==> src/rtl/ttab_pkg.sv <==
package ttab_pkg;

  localparam int CODE_W = 4;

  typedef logic [CODE_W-1:0] ttab_code_t;

  localparam ttab_code_t TT_ZERO  = 4'b0000;
  localparam ttab_code_t TT_NOR   = 4'b0001;
  localparam ttab_code_t TT_NOTA  = 4'b0011;
  localparam ttab_code_t TT_NOTB  = 4'b0101;
  localparam ttab_code_t TT_XOR   = 4'b0110;
  localparam ttab_code_t TT_NAND  = 4'b0111;
  localparam ttab_code_t TT_AND   = 4'b1000;
  localparam ttab_code_t TT_XNOR  = 4'b1001;
  localparam ttab_code_t TT_PASSB = 4'b1010;
  localparam ttab_code_t TT_PASSA = 4'b1100;
  localparam ttab_code_t TT_OR    = 4'b1110;
  localparam ttab_code_t TT_ONE   = 4'b1111;

endpackage

==> src/rtl/ttab_bit_sel.sv <==
module ttab_bit_sel
  import ttab_pkg::*;
(
  input  logic       a_bit,
  input  logic       b_bit,
  input  ttab_code_t code,
  output logic       y
);

  logic hi_pair;
  logic lo_pair;

  // a_bit is the high select, b_bit the low select
  always_comb begin
    hi_pair = b_bit ? code[3] : code[2];
    lo_pair = b_bit ? code[1] : code[0];
    y       = a_bit ? hi_pair : lo_pair;
  end

  always_comb begin
    a_r3_const_zero: assert (!(code == TT_ZERO) || (y == 1'b0))
      else $error("R3 violated: zero code gave one");
    a_r4_const_one: assert (!(code == TT_ONE) || (y == 1'b1))
      else $error("R4 violated: one code gave zero");
    a_r1_both_high: assert (!(a_bit && b_bit) || (y == code[3]))
      else $error("R1 violated: select 11 did not pass code bit 3");
  end

endmodule

==> src/rtl/ttab_zero_tree.sv <==
module ttab_zero_tree #(
  parameter int WIDTH = 8
) (
  input  logic [WIDTH-1:0] vec,
  output logic             all_zero
);

  localparam int LVLS   = (WIDTH > 1) ? $clog2(WIDTH) : 0;
  localparam int LEAVES = 1 << LVLS;
  localparam int NODES  = 2 * LEAVES - 1;

  logic [NODES-1:0] node;

  for (genvar l = 0; l < LEAVES; l++) begin : g_leaf
    if (l < WIDTH) begin : g_real
      assign node[LEAVES-1+l] = vec[l];
    end else begin : g_pad
      assign node[LEAVES-1+l] = 1'b0;
    end
  end

  for (genvar k = 0; k < LEAVES-1; k++) begin : g_inner
    assign node[k] = node[2*k+1] | node[2*k+2];
  end

  assign all_zero = ~node[0];

endmodule

==> src/rtl/ttab_logic_unit.sv <==
module ttab_logic_unit
  import ttab_pkg::*;
#(
  parameter int WIDTH = 8
) (
  input  logic [WIDTH-1:0] a_i,
  input  logic [WIDTH-1:0] b_i,
  input  logic [3:0]       func_i,
  output logic [WIDTH-1:0] res_o,
  output logic             zero_o
);

  ttab_code_t code;
  assign code = ttab_code_t'(func_i);

  for (genvar i = 0; i < WIDTH; i++) begin : g_bit
    ttab_bit_sel u_sel (
      .a_bit (a_i[i]),
      .b_bit (b_i[i]),
      .code  (code),
      .y     (res_o[i])
    );
  end

  ttab_zero_tree #(.WIDTH(WIDTH)) u_zero (
    .vec      (res_o),
    .all_zero (zero_o)
  );

  always_comb begin
    a_r8_zero_flag: assert (zero_o == ($countones(res_o) == 0))
      else $error("R8 violated: zero flag disagrees with result");
    a_r2_pass_a: assert (!(code == TT_PASSA) || (res_o == a_i))
      else $error("R2 violated: pass-A code did not reproduce A");
    a_r5_and: assert (!(code == TT_AND) || (res_o == (a_i & b_i)))
      else $error("R5 violated: AND code mismatch");
    a_r6_xor: assert (!(code == TT_XOR) || (res_o == (a_i ^ b_i)))
      else $error("R6 violated: XOR code mismatch");
    a_r7_not_b: assert (!(code == TT_NOTB) || (res_o == ~b_i))
      else $error("R7 violated: NOT-B code mismatch");
  end

endmodule

==> config.mk <==
export PLATFORM = sky130hd
export DESIGN_NAME = ttab_logic_unit
export DESIGN_NICKNAME = d
export VERILOG_FILES = /design/src/rtl/ttab_pkg.sv /design/src/rtl/ttab_bit_sel.sv /design/src/rtl/ttab_zero_tree.sv /design/src/rtl/ttab_logic_unit.sv
export SDC_FILE = /design/constraint.sdc
export NUM_CORES = 1
export LEC_CHECK = 0
export BUFFER_PORTS_ARGS = -buffer_cell sky130_fd_sc_hd__clkbuf_2
export CORE_AREA = 2 2 39 41
export DETAILED_ROUTE_END_ITERATION = 12
export DIE_AREA = 0 0 41 43
export PLACE_DENSITY = 0.61
export SLEW_MARGIN = 20
export SYNTH_ARGS = -nofsm -noshare
export SYNTH_HDL_FRONTEND = slang
export SYNTH_SLANG_ARGS = --single-unit
==> constraint.sdc <==
create_clock -name vclk -period 5.3
set_input_delay 1.06 -clock vclk [all_inputs]
set_output_delay 1.06 -clock vclk [all_outputs]
set_load 0.03 [all_outputs]
==> results_tabular.tex, run 1 <==
\begin{tabular}{lr}
\hline
Metric & Value \\
\hline
\multicolumn{2}{l}{\textbf{Placed design}} \\
Worst slack at placement & 1.70 ns \\
Routability congestion estimate & 0.660 \\
Number of buffer cells added on primary ports & 29 \\
\multicolumn{2}{l}{\textbf{Timing}} \\
Final Max Tran Viols & 0 \\
Number of failing setup endpoints in the final timing report & 0 \\
Hold violation count in the final report & 0 \\
Worst slew slack as a fraction of its limit & 88.4\% \\
Setup TNS Final & 0 ns \\
Setup repair after global routing missed its margin & no \\
Part of the cycle the worst path needs & 67.8\% \\
Hold slack final & 2.55 ns \\
Maximum frequency from static timing analysis & 278 MHz \\
Final setup slack of the worst path & 1.71 ns \\
Worst Max-Slew Pin Slew & 0.175 ns \\
Minimum period implied by the final worst setup slack & 3.59 ns \\
\multicolumn{2}{l}{\textbf{Floorplanning}} \\
Number of placement rows & 14 \\
Core area & 1380 um2 \\
Initial standard-cell utilization of the core & 19.8\% \\
Number of ports placed on the die boundary & 29 \\
Total Die Area & 1760 um2 \\
Die Width & 41 um \\
Vertical die dimension & 43 um \\
\multicolumn{2}{l}{\textbf{Layout}} \\
Count of inserted antenna diode cells & 0 \\
Number of fill cells & 141 \\
Final \#Nets & 62 \\
Count of clock buffers in the final design & 0 \\
Area delta synth->final & 38.4\% \\
Seq\_cells & 0 \\
Register Area & 0 um2 \\
Fraction of layout instances using a drive strength above 1 & 82.5\% \\
\multicolumn{2}{l}{\textbf{Synth}} \\
Average size of a mapped cell & 14.4 um2 \\
Count of distinct cell types in the synthesized netlist & 5 \\
Syn nets & 39 \\
Dominant cell by count in the synthesized netlist & sky130\_fd\_sc\_hd\_\_buf\_4 \\
Sequential cell area fraction in the yosys report & 0\% \\
Most instantiated cells after synthesis & 8 x sky130\_fd\_sc\_hd\_\_buf\_4, 4 x sky130\_fd\_sc\_hd\_\_mux4\_1, 4 x sky130\_fd\_sc\_hd\_\_mux4\_2 \\
Warning count from the yosys run & 0 \\
Share of the synthesized area in the top cell type & 38.4\% \\
Post-synth design cell area & 274 um2 \\
Synthesized instance count & 19 \\
Cell types occupying the most area after synthesis & sky130\_fd\_sc\_hd\_\_mux4\_1 38\%, sky130\_fd\_sc\_hd\_\_mux4\_2 33\%, sky130\_fd\_sc\_hd\_\_buf\_4 22\%, sky130\_fd\_sc\_hd\_\_or4\_1 5.5\%, sky130\_fd\_sc\_hd\_\_nor2\_1 1.4\% \\
Library cell with the largest summed area after synthesis & sky130\_fd\_sc\_hd\_\_mux4\_1 \\
\multicolumn{2}{l}{\textbf{Pwr}} \\
Worst voltage drop across the vdd grid & 0.0363 mV \\
Standby leakage power & 0.191 nW \\
Pwr/cell area & 114 nW/um2 \\
\multicolumn{2}{l}{\textbf{Worst setup path}} \\
CP delay by family, top & simple AND/OR/NAND/NOR gates \\
Critical Path AT & 2.53 ns \\
Cells traversed along the worst timing path & clkbuf\_2, mux4\_2, or4\_1, nor2\_1, clkbuf\_2 \\
CP max stage delay & 0.53 ns \\
CP bufs+invs & 2 \\
Setup crit end kind & output pin \\
Maximum fanout count along the critical path & 8 \\
Top cell by count, worst path & sky130\_fd\_sc\_hd\_\_clkbuf\_2 \\
Worst Path Required & 4.24 ns \\
WS Path Type & in2out \\
Setup crit start kind & input port \\
Slowest stage cell on the critical path & sky130\_fd\_sc\_hd\_\_or4\_1 \\
\multicolumn{2}{l}{\textbf{GRT}} \\
Total global routing overflow & 0 \\
Largest net degree at the start of global routing & 9 \\
First-pass GRT wire length & 1.00 mm \\
Initial antenna violation count & 0 \\
Total routing usage reported by global routing & 8.06\% \\
Number of global-route vias before repair & 244 \\
\multicolumn{2}{l}{\textbf{Detailed routing}} \\
Routed wire length & 721 um \\
DRT Pass-1 Iters & 3 \\
Post-route DRC violation count & 0 \\
Average wire per cell in the routed design & 12.9 um \\
Vias after detailed routing & 264 \\
1st-iter DRT viols & 1 \\
Antenna-violating nets left & 0 \\
Vias per Instance & 4.71 \\
\multicolumn{2}{l}{\textbf{Worst hold path}} \\
Worst hold path class & in2out \\
\multicolumn{2}{l}{\textbf{Clocking}} \\
Count of buffers added by post-CTS timing repair for setup & 0 \\
Hold buffers post-CTS & 0 \\
Quantity of gates resized following cts & 0 \\
\multicolumn{2}{l}{\textbf{Run status}} \\
Status & completed \\
\multicolumn{2}{l}{\textbf{Flow run}} \\
Number of maximum-capacitance constraint violations & 0 \\
\hline
\end{tabular}
[where the power goes]
group | internal (mW) | total [mW] | leakage [nW] | switching [mW]
registers | 0 | 0 | 0 | 0
clock network | 0 | 0 | 0 | 0
logic | 0.0189 | 0.0430 | 0.191 | 0.0241
[cell type report]
cell class         instances  area, um2  share of cell area (%)
well taps                 16       20.0                    5.28
repair buffers            29        145                    38.3
multi-input cells         11        214                    56.4
[metrics by stage]
step	utilization (%)	total power, mW	area, um2	std cells
6_report	27.4	0.0430	379	56
4_1_cts	27.4	0.0433	379	56
3_3_place_gp	27.4	0.0429	379	56
5_1_grt	27.4	0.0460	379	56
3_5_place_dp	27.4	0.0433	379	56
2_1_floorplan	-	0.0344	274	19
[logic make-up after synthesis]
family	count (synthesis)	synth area share, %
muxes	8	71.2
and+or+nand+nor	3	6.85
buffers and inverters	8	21.9
[layout by cell type (no fill, tap or decap), drive strengths merged]
cell type / synthesis / final
clkbuf: 0 / 29
or4: 2 / 2
nor2: 1 / 1
mux4: 8 / 8
[worst paths after layout]
path,start,end,slack [ns],depth (start not counted)
hold / removal,a_i[0],res_o[0],2.55,3
setup / recovery,func_i[3],zero_o,1.71,5
[routing by layer]
metal | wire length [um] | global-route usage (%) | share of wire (%) | up-vias
li1 | - | - | - | 125
met1 | 342 | 13.9 | 47 | 110
met2 | 225 | 10.3 | 31 | 29
met3 | 154 | 2.62 | 21 | 0
met4 | 0 | 0 | 0 | 0
met5 | 0 | 0 | 0 | -
Note: power is estimated with default switching activity, not from simulation.
==> run 2: changes to the inputs <==
Settings changed: PLACE_DENSITY 0.61 to 0.63.
Clock period 5.3 ns to 3.3 ns, I/O delays scaled along.
==> run 2 against run 1 <==
  * Wire length is 2.1% higher
  * Global-route usage up 0.37 points
  * Die area did not move
  * Combinational power rose by 60%
  * Sequential share of layout area unchanged
  * Via count up 3.0%
==> results_tabular.tex, run 2 (same netlist as run 1, synthesis figures left out) <==
\begin{tabular}{lr}
\hline
Metric & Value \\
\hline
\multicolumn{2}{l}{\textbf{Floorplanning}} \\
Total Die Area & 1760 um2 (unchanged) \\
Initial standard-cell utilization of the core & 19.8\% (unchanged) \\
Die Width & 41 um (unchanged) \\
Number of placement rows & 14 (unchanged) \\
Number of ports placed on the die boundary & 29 (unchanged) \\
Vertical die dimension & 43 um (unchanged) \\
Core area & 1380 um2 (unchanged) \\
\multicolumn{2}{l}{\textbf{Worst setup path}} \\
Number of gates on the worst path with buffers counted & 5 (unchanged) \\
Setup crit start kind & input port \\
Slowest stage cell on the critical path & sky130\_fd\_sc\_hd\_\_or4\_1 \\
WS Path Type & in2out \\
CP max stage delay & 0.53 ns (about the same) \\
Critical Path AT & 2.14 ns (-0.39 ns) \\
Cells traversed along the worst timing path & clkbuf\_2, mux4\_2, or4\_1, nor2\_1, clkbuf\_2 \\
CP bufs+invs & 2 (unchanged) \\
Worst Path Required & 2.64 ns (-1.60 ns) \\
Maximum fanout count along the critical path & 8 (unchanged) \\
Top cell by count, worst path & sky130\_fd\_sc\_hd\_\_clkbuf\_2 \\
Setup crit end kind & output pin \\
CP delay by family, top & simple AND/OR/NAND/NOR gates \\
\multicolumn{2}{l}{\textbf{Timing}} \\
Part of the cycle the worst path needs & 84.8\% \\
Number of failing setup endpoints in the final timing report & 0 (unchanged) \\
Hold violation count in the final report & 0 (unchanged) \\
Setup repair after global routing missed its margin & no \\
Hold slack final & 1.75 ns (-0.797 ns) \\
Minimum period implied by the final worst setup slack & 2.80 ns \\
Worst Max-Slew Pin Slew & 0.180 ns (+0.00488 ns) \\
Worst slew slack as a fraction of its limit & 88.1\% (-0.32 points) \\
Setup TNS Final & 0 ns (unchanged) \\
Final Max Tran Viols & 0 (unchanged) \\
Maximum frequency from static timing analysis & 357 MHz \\
\multicolumn{2}{l}{\textbf{GRT}} \\
Global routing usage on met1 & 14.4\% (+0.48 points) \\
Total routing usage reported by global routing & 8.43\% (+0.37 points) \\
Met2 Usage GRT & 10.9\% (+0.63 points) \\
Largest net degree at the start of global routing & 9 (unchanged) \\
Initial antenna violation count & 0 (unchanged) \\
Most utilized layer in the global route result & met1 \\
Met3 track demand over resource & 2.62\% (unchanged) \\
Total global routing overflow & 0 (unchanged) \\
Number of global-route vias before repair & 224 (-8.2\%) \\
First-pass GRT wire length & 1.05 mm (+4.8\%) \\
\multicolumn{2}{l}{\textbf{Worst hold path}} \\
Number of cells traversed by the worst hold path & 3 (unchanged) \\
Worst hold path startpoint & a\_i[0] \\
Worst hold path class & in2out \\
Worst Hold Endpoint & res\_o[0] \\
\multicolumn{2}{l}{\textbf{Layout}} \\
Fraction of layout instances using a drive strength above 1 & 82.5\% (unchanged) \\
Multi-input logic area & 214 um2 (unchanged) \\
Count of clock buffers in the final design & 0 (unchanged) \\
Final non-filler cell area & 379 um2 (unchanged) \\
Final \#Nets & 62 (unchanged) \\
Seq\_cells & 0 (unchanged) \\
Most common library cell in the layout ignoring fill and taps & sky130\_fd\_sc\_hd\_\_clkbuf\_2 \\
Post-layout utilization of the core & 27.4\% (unchanged) \\
Count of inserted antenna diode cells & 0 (unchanged) \\
Area delta synth->final & 38.4\% (unchanged) \\
Register Area & 0 um2 (unchanged) \\
Number of fill cells & 148 (+5.0\%) \\
Commonest cells after routing, fill and taps aside & 29 x sky130\_fd\_sc\_hd\_\_clkbuf\_2, 4 x sky130\_fd\_sc\_hd\_\_mux4\_2, 4 x sky130\_fd\_sc\_hd\_\_mux4\_1, 2 x sky130\_fd\_sc\_hd\_\_or4\_1, 1 x sky130\_fd\_sc\_hd\_\_nor2\_1 \\
\multicolumn{2}{l}{\textbf{Pwr}} \\
Standby leakage power & 0.191 nW (unchanged) \\
Pwr/cell area & 182 nW/um2 (+60\%) \\
Worst voltage drop across the vdd grid & 0.0727 mV (+100\%) \\
\multicolumn{2}{l}{\textbf{Detailed routing}} \\
Vias per Instance & 4.86 (+3.0\%) \\
1st-iter DRT viols & 4 (+3) \\
DRT Pass-1 Iters & 2 (-1) \\
Antenna-violating nets left & 0 (unchanged) \\
Post-route DRC violation count & 0 (unchanged) \\
Average wire per cell in the routed design & 13.1 um (+2.1\%) \\
Vias after detailed routing & 272 (+3.0\%) \\
Routed wire length & 736 um (+2.1\%) \\
\multicolumn{2}{l}{\textbf{Placed design}} \\
Routability congestion estimate & 0.739 (+12\%) \\
Post-place instance area & 379 um2 (unchanged) \\
Number of buffer cells added on primary ports & 29 (unchanged) \\
\multicolumn{2}{l}{\textbf{Clocking}} \\
Count of buffers added by post-CTS timing repair for setup & 0 (unchanged) \\
Hold buffers post-CTS & 0 (unchanged) \\
Quantity of gates resized following cts & 0 (unchanged) \\
\multicolumn{2}{l}{\textbf{Run status}} \\
Status & completed \\
\multicolumn{2}{l}{\textbf{Flow run}} \\
Number of maximum-capacitance constraint violations & 0 (unchanged) \\
\hline
\end{tabular}
## run 2: power breakdown
group / switching [mW] / total, mW / internal, mW
logic: 0.0386 / 0.0689 / 0.0303
clock network: 0 / 0 / 0
registers: 0 / 0 / 0
total: 0.0386 / 0.0689 / 0.0303
## run 2: how the worst max path moves through the flow
stage | from | end | slack, ns
after floorplan | b_i[0] | zero_o | 0.55
after global routing | func_i[3] | zero_o | 0.44
after CTS | func_i[3] | zero_o | 0.50
final | func_i[3] | zero_o | 0.50
after detailed placement | func_i[3] | zero_o | 0.50
after global placement | func_i[1] | zero_o | 0.53
## run 2: layout make-up
type	instances	share of cell area, %
multi-input combinational	11	56.4
timing repair buffer	29	38.3
tap	16	5.28
## run 2: tightest hold or removal path: stages
cell                       delay (ns)
sky130_fd_sc_hd__clkbuf_2        0.08
sky130_fd_sc_hd__mux4_1          0.15
sky130_fd_sc_hd__clkbuf_2        0.21
## run 2: per-layer routing
| layer | vias up | routed length, um | part of all wire [%] |
|---|---|---|---|
| met3 | 0 | 148 | 20 |
| li1 | 125 | - | - |
| met1 | 120 | 326 | 44 |
| met4 | 0 | 0 | 0 |
| met2 | 27 | 260 | 35 |
| met5 | - | 0 | 0 |
## run 2: per-stage QoR
step                      instances  setup WS [ns]  power [mW]
after floorplan                  19          0.545      0.0553
after global placement           56          0.529      0.0690
after detailed placement         56          0.503      0.0695
after CTS                        56          0.500      0.0696
after global routing             56          0.436      0.0738
final                            56          0.501      0.0689
==> run 3: changes to the inputs <==
Settings changed: PLACE_DENSITY 0.63 to 0.61.
Clock period 3.3 ns to 2.85 ns, I/O delays scaled along.
==> run 3 against run 2 <==
  * Count of clock-buffer cells in the layout is the same
  * Hold slack worse by 0.17 ns
  * Largest cell class unchanged
  * Setup slack worse by 0.27 ns
  * Critical path type unchanged
  * Combinational power up 16%
==> results_tabular.tex, run 3 (same netlist as run 1, synthesis figures left out) <==
\begin{tabular}{lr}
\hline
Metric & Value \\
\hline
\multicolumn{2}{l}{\textbf{Detailed routing}} \\
Routed wire length & 745 um (+1.2\%) \\
Vias after detailed routing & 273 (+0.37\%) \\
Vias per Instance & 4.88 (+0.37\%) \\
DRT Pass-1 Iters & 1 (-1) \\
Antenna-violating nets left & 0 (unchanged) \\
Post-route DRC violation count & 0 (unchanged) \\
Average wire per cell in the routed design & 13.3 um (+1.2\%) \\
1st-iter DRT viols & 0 (-4) \\
\multicolumn{2}{l}{\textbf{Worst setup path}} \\
Setup crit start kind & input port \\
WS Path Type & in2out \\
Setup crit end kind & output pin \\
Worst Path Required & 2.28 ns (-0.36 ns) \\
Critical Path AT & 2.05 ns (-0.09 ns) \\
Maximum fanout count along the critical path & 8 (unchanged) \\
\multicolumn{2}{l}{\textbf{GRT}} \\
Total routing usage reported by global routing & 9.43\% (+1.0 points) \\
First-pass GRT wire length & 1.25 mm (+19\%) \\
Largest net degree at the start of global routing & 9 (unchanged) \\
Number of global-route vias before repair & 268 (+20\%) \\
Total global routing overflow & 0 (unchanged) \\
Initial antenna violation count & 0 (unchanged) \\
\multicolumn{2}{l}{\textbf{Timing}} \\
Minimum period implied by the final worst setup slack & 2.62 ns \\
Part of the cycle the worst path needs & 91.8\% \\
Hold slack final & 1.58 ns (-0.174 ns) \\
Setup TNS Final & 0 ns (unchanged) \\
Number of failing setup endpoints in the final timing report & 0 (unchanged) \\
Worst slew slack as a fraction of its limit & 88.2\% (+0.17 points) \\
Final Max Tran Viols & 0 (unchanged) \\
Hold violation count in the final report & 0 (unchanged) \\
Worst Max-Slew Pin Slew & 0.177 ns (-0.00257 ns) \\
Setup repair after global routing missed its margin & no \\
Maximum frequency from static timing analysis & 382 MHz \\
\multicolumn{2}{l}{\textbf{Run status}} \\
Status & completed \\
\multicolumn{2}{l}{\textbf{Worst hold path}} \\
Worst hold path class & in2out \\
Worst Hold Endpoint & res\_o[2] \\
Worst hold path startpoint & a\_i[2] \\
Number of cells traversed by the worst hold path & 3 (unchanged) \\
\multicolumn{2}{l}{\textbf{Pwr}} \\
Pwr/cell area & 211 nW/um2 (+16\%) \\
Internal cell power & 0.0351 mW (+16\%) \\
PnR Total Power & 0.0799 mW (+16\%) \\
Net switching power of the design & 0.0448 mW (+16\%) \\
Part of the total power dissipated in combinational logic & 100.0\% (about the same) \\
Worst voltage drop across the vdd grid & 0.0669 mV (-8.1\%) \\
Switching part of the total power & 56.1\% (about the same) \\
Standby leakage power & 0.191 nW (unchanged) \\
Clock network fraction of total power & 0\% (unchanged) \\
Reg power frac & 0\% (unchanged) \\
\multicolumn{2}{l}{\textbf{Layout}} \\
Number of fill cells & 146 (-1.4\%) \\
Commonest cells after routing, fill and taps aside & 29 x sky130\_fd\_sc\_hd\_\_clkbuf\_2, 4 x sky130\_fd\_sc\_hd\_\_mux4\_2, 4 x sky130\_fd\_sc\_hd\_\_mux4\_1, 2 x sky130\_fd\_sc\_hd\_\_or4\_1, 1 x sky130\_fd\_sc\_hd\_\_nor2\_1 \\
Post-Layout Cell Count & 56 (unchanged) \\
Seq\_cells & 0 (unchanged) \\
Count of inserted antenna diode cells & 0 (unchanged) \\
Most common library cell in the layout ignoring fill and taps & sky130\_fd\_sc\_hd\_\_clkbuf\_2 \\
Final \#Nets & 62 (unchanged) \\
Area delta synth->final & 38.4\% (unchanged) \\
Multi-input logic area & 214 um2 (unchanged) \\
Count of clock buffers in the final design & 0 (unchanged) \\
Fraction of layout instances using a drive strength above 1 & 82.5\% (unchanged) \\
Register Area & 0 um2 (unchanged) \\
\multicolumn{2}{l}{\textbf{Placed design}} \\
Number of buffer cells added on primary ports & 29 (unchanged) \\
Routability congestion estimate & 0.682 (-7.7\%) \\
Placed Cells & 56 (unchanged) \\
\multicolumn{2}{l}{\textbf{Floorplanning}} \\
Vertical die dimension & 43 um (unchanged) \\
Total Die Area & 1760 um2 (unchanged) \\
Initial standard-cell utilization of the core & 19.8\% (unchanged) \\
Number of ports placed on the die boundary & 29 (unchanged) \\
Number of placement rows & 14 (unchanged) \\
Die Width & 41 um (unchanged) \\
Core area & 1380 um2 (unchanged) \\
\multicolumn{2}{l}{\textbf{Clocking}} \\
Count of buffers added by post-CTS timing repair for setup & 0 (unchanged) \\
Quantity of gates resized following cts & 0 (unchanged) \\
Hold buffers post-CTS & 0 (unchanged) \\
\multicolumn{2}{l}{\textbf{Flow run}} \\
Number of maximum-capacitance constraint violations & 0 (unchanged) \\
\hline
\end{tabular}
[run 3: cell counts in the layout (fill, tap and decap cells not counted)]
No cell type changed its count.
[run 3: final cells by class]
| type | count | share of cell area [%] |
|---|---|---|
| multi-input combinational | 11 | 56.4 |
| timing repair buffer | 29 | 38.3 |
| tap | 16 | 5.28 |
[run 3: critical path: stages]
cell	delay (ns)
sky130_fd_sc_hd__clkbuf_2	0.13
sky130_fd_sc_hd__mux4_2	0.50
sky130_fd_sc_hd__or4_1	0.53
sky130_fd_sc_hd__nor2_1	0.11
sky130_fd_sc_hd__clkbuf_2	0.21
[run 3: how the worst max path moves through the flow]
| stage | startpoint | to | depth (start not counted) |
|---|---|---|---|
| 3_3_place_gp | func_i[3] | zero_o | 5 |
| 5_1_grt | func_i[3] | zero_o | 5 |
| 4_1_cts | func_i[3] | zero_o | 5 |
| 3_5_place_dp | func_i[3] | zero_o | 5 |
| 6_report | func_i[3] | zero_o | 5 |
| 2_1_floorplan | b_i[0] | zero_o | 3 |
[run 3: stage by stage]
step	area, um2	worst slack [ns]	util, %
global placement	379	0.225	27.4
global route	379	0.161	27.4
CTS	379	0.225	27.4
detailed placement	379	0.225	27.4
finish	379	0.235	27.4
floorplan	274	0.275	-
[run 3: metal layers]
layer / global-route usage, % / wire (um) / up-vias / part of all wire [%]
met5: 0 / 0 / - / 0
met4: 0 / 0 / 0 / 0
met3: 1.57 / 136 / 0 / 18
met2: 12.5 / 254 / 29 / 34
met1: 16.6 / 354 / 121 / 48
li1: - / - / 123 / -
[run 3: power by group through the flow]
| stage | Clock [mW] | Combinational, mW | Sequential (mW) |
|---|---|---|---|
| finish | 0 | 0.0799 | 0 |
| global route | 0 | 0.0862 | 0 |
| CTS | 0 | 0.0814 | 0 |
| detailed placement | 0 | 0.0813 | 0 |
| global placement | 0 | 0.0801 | 0 |
| floorplan | 0 | 0.0640 | 0 |
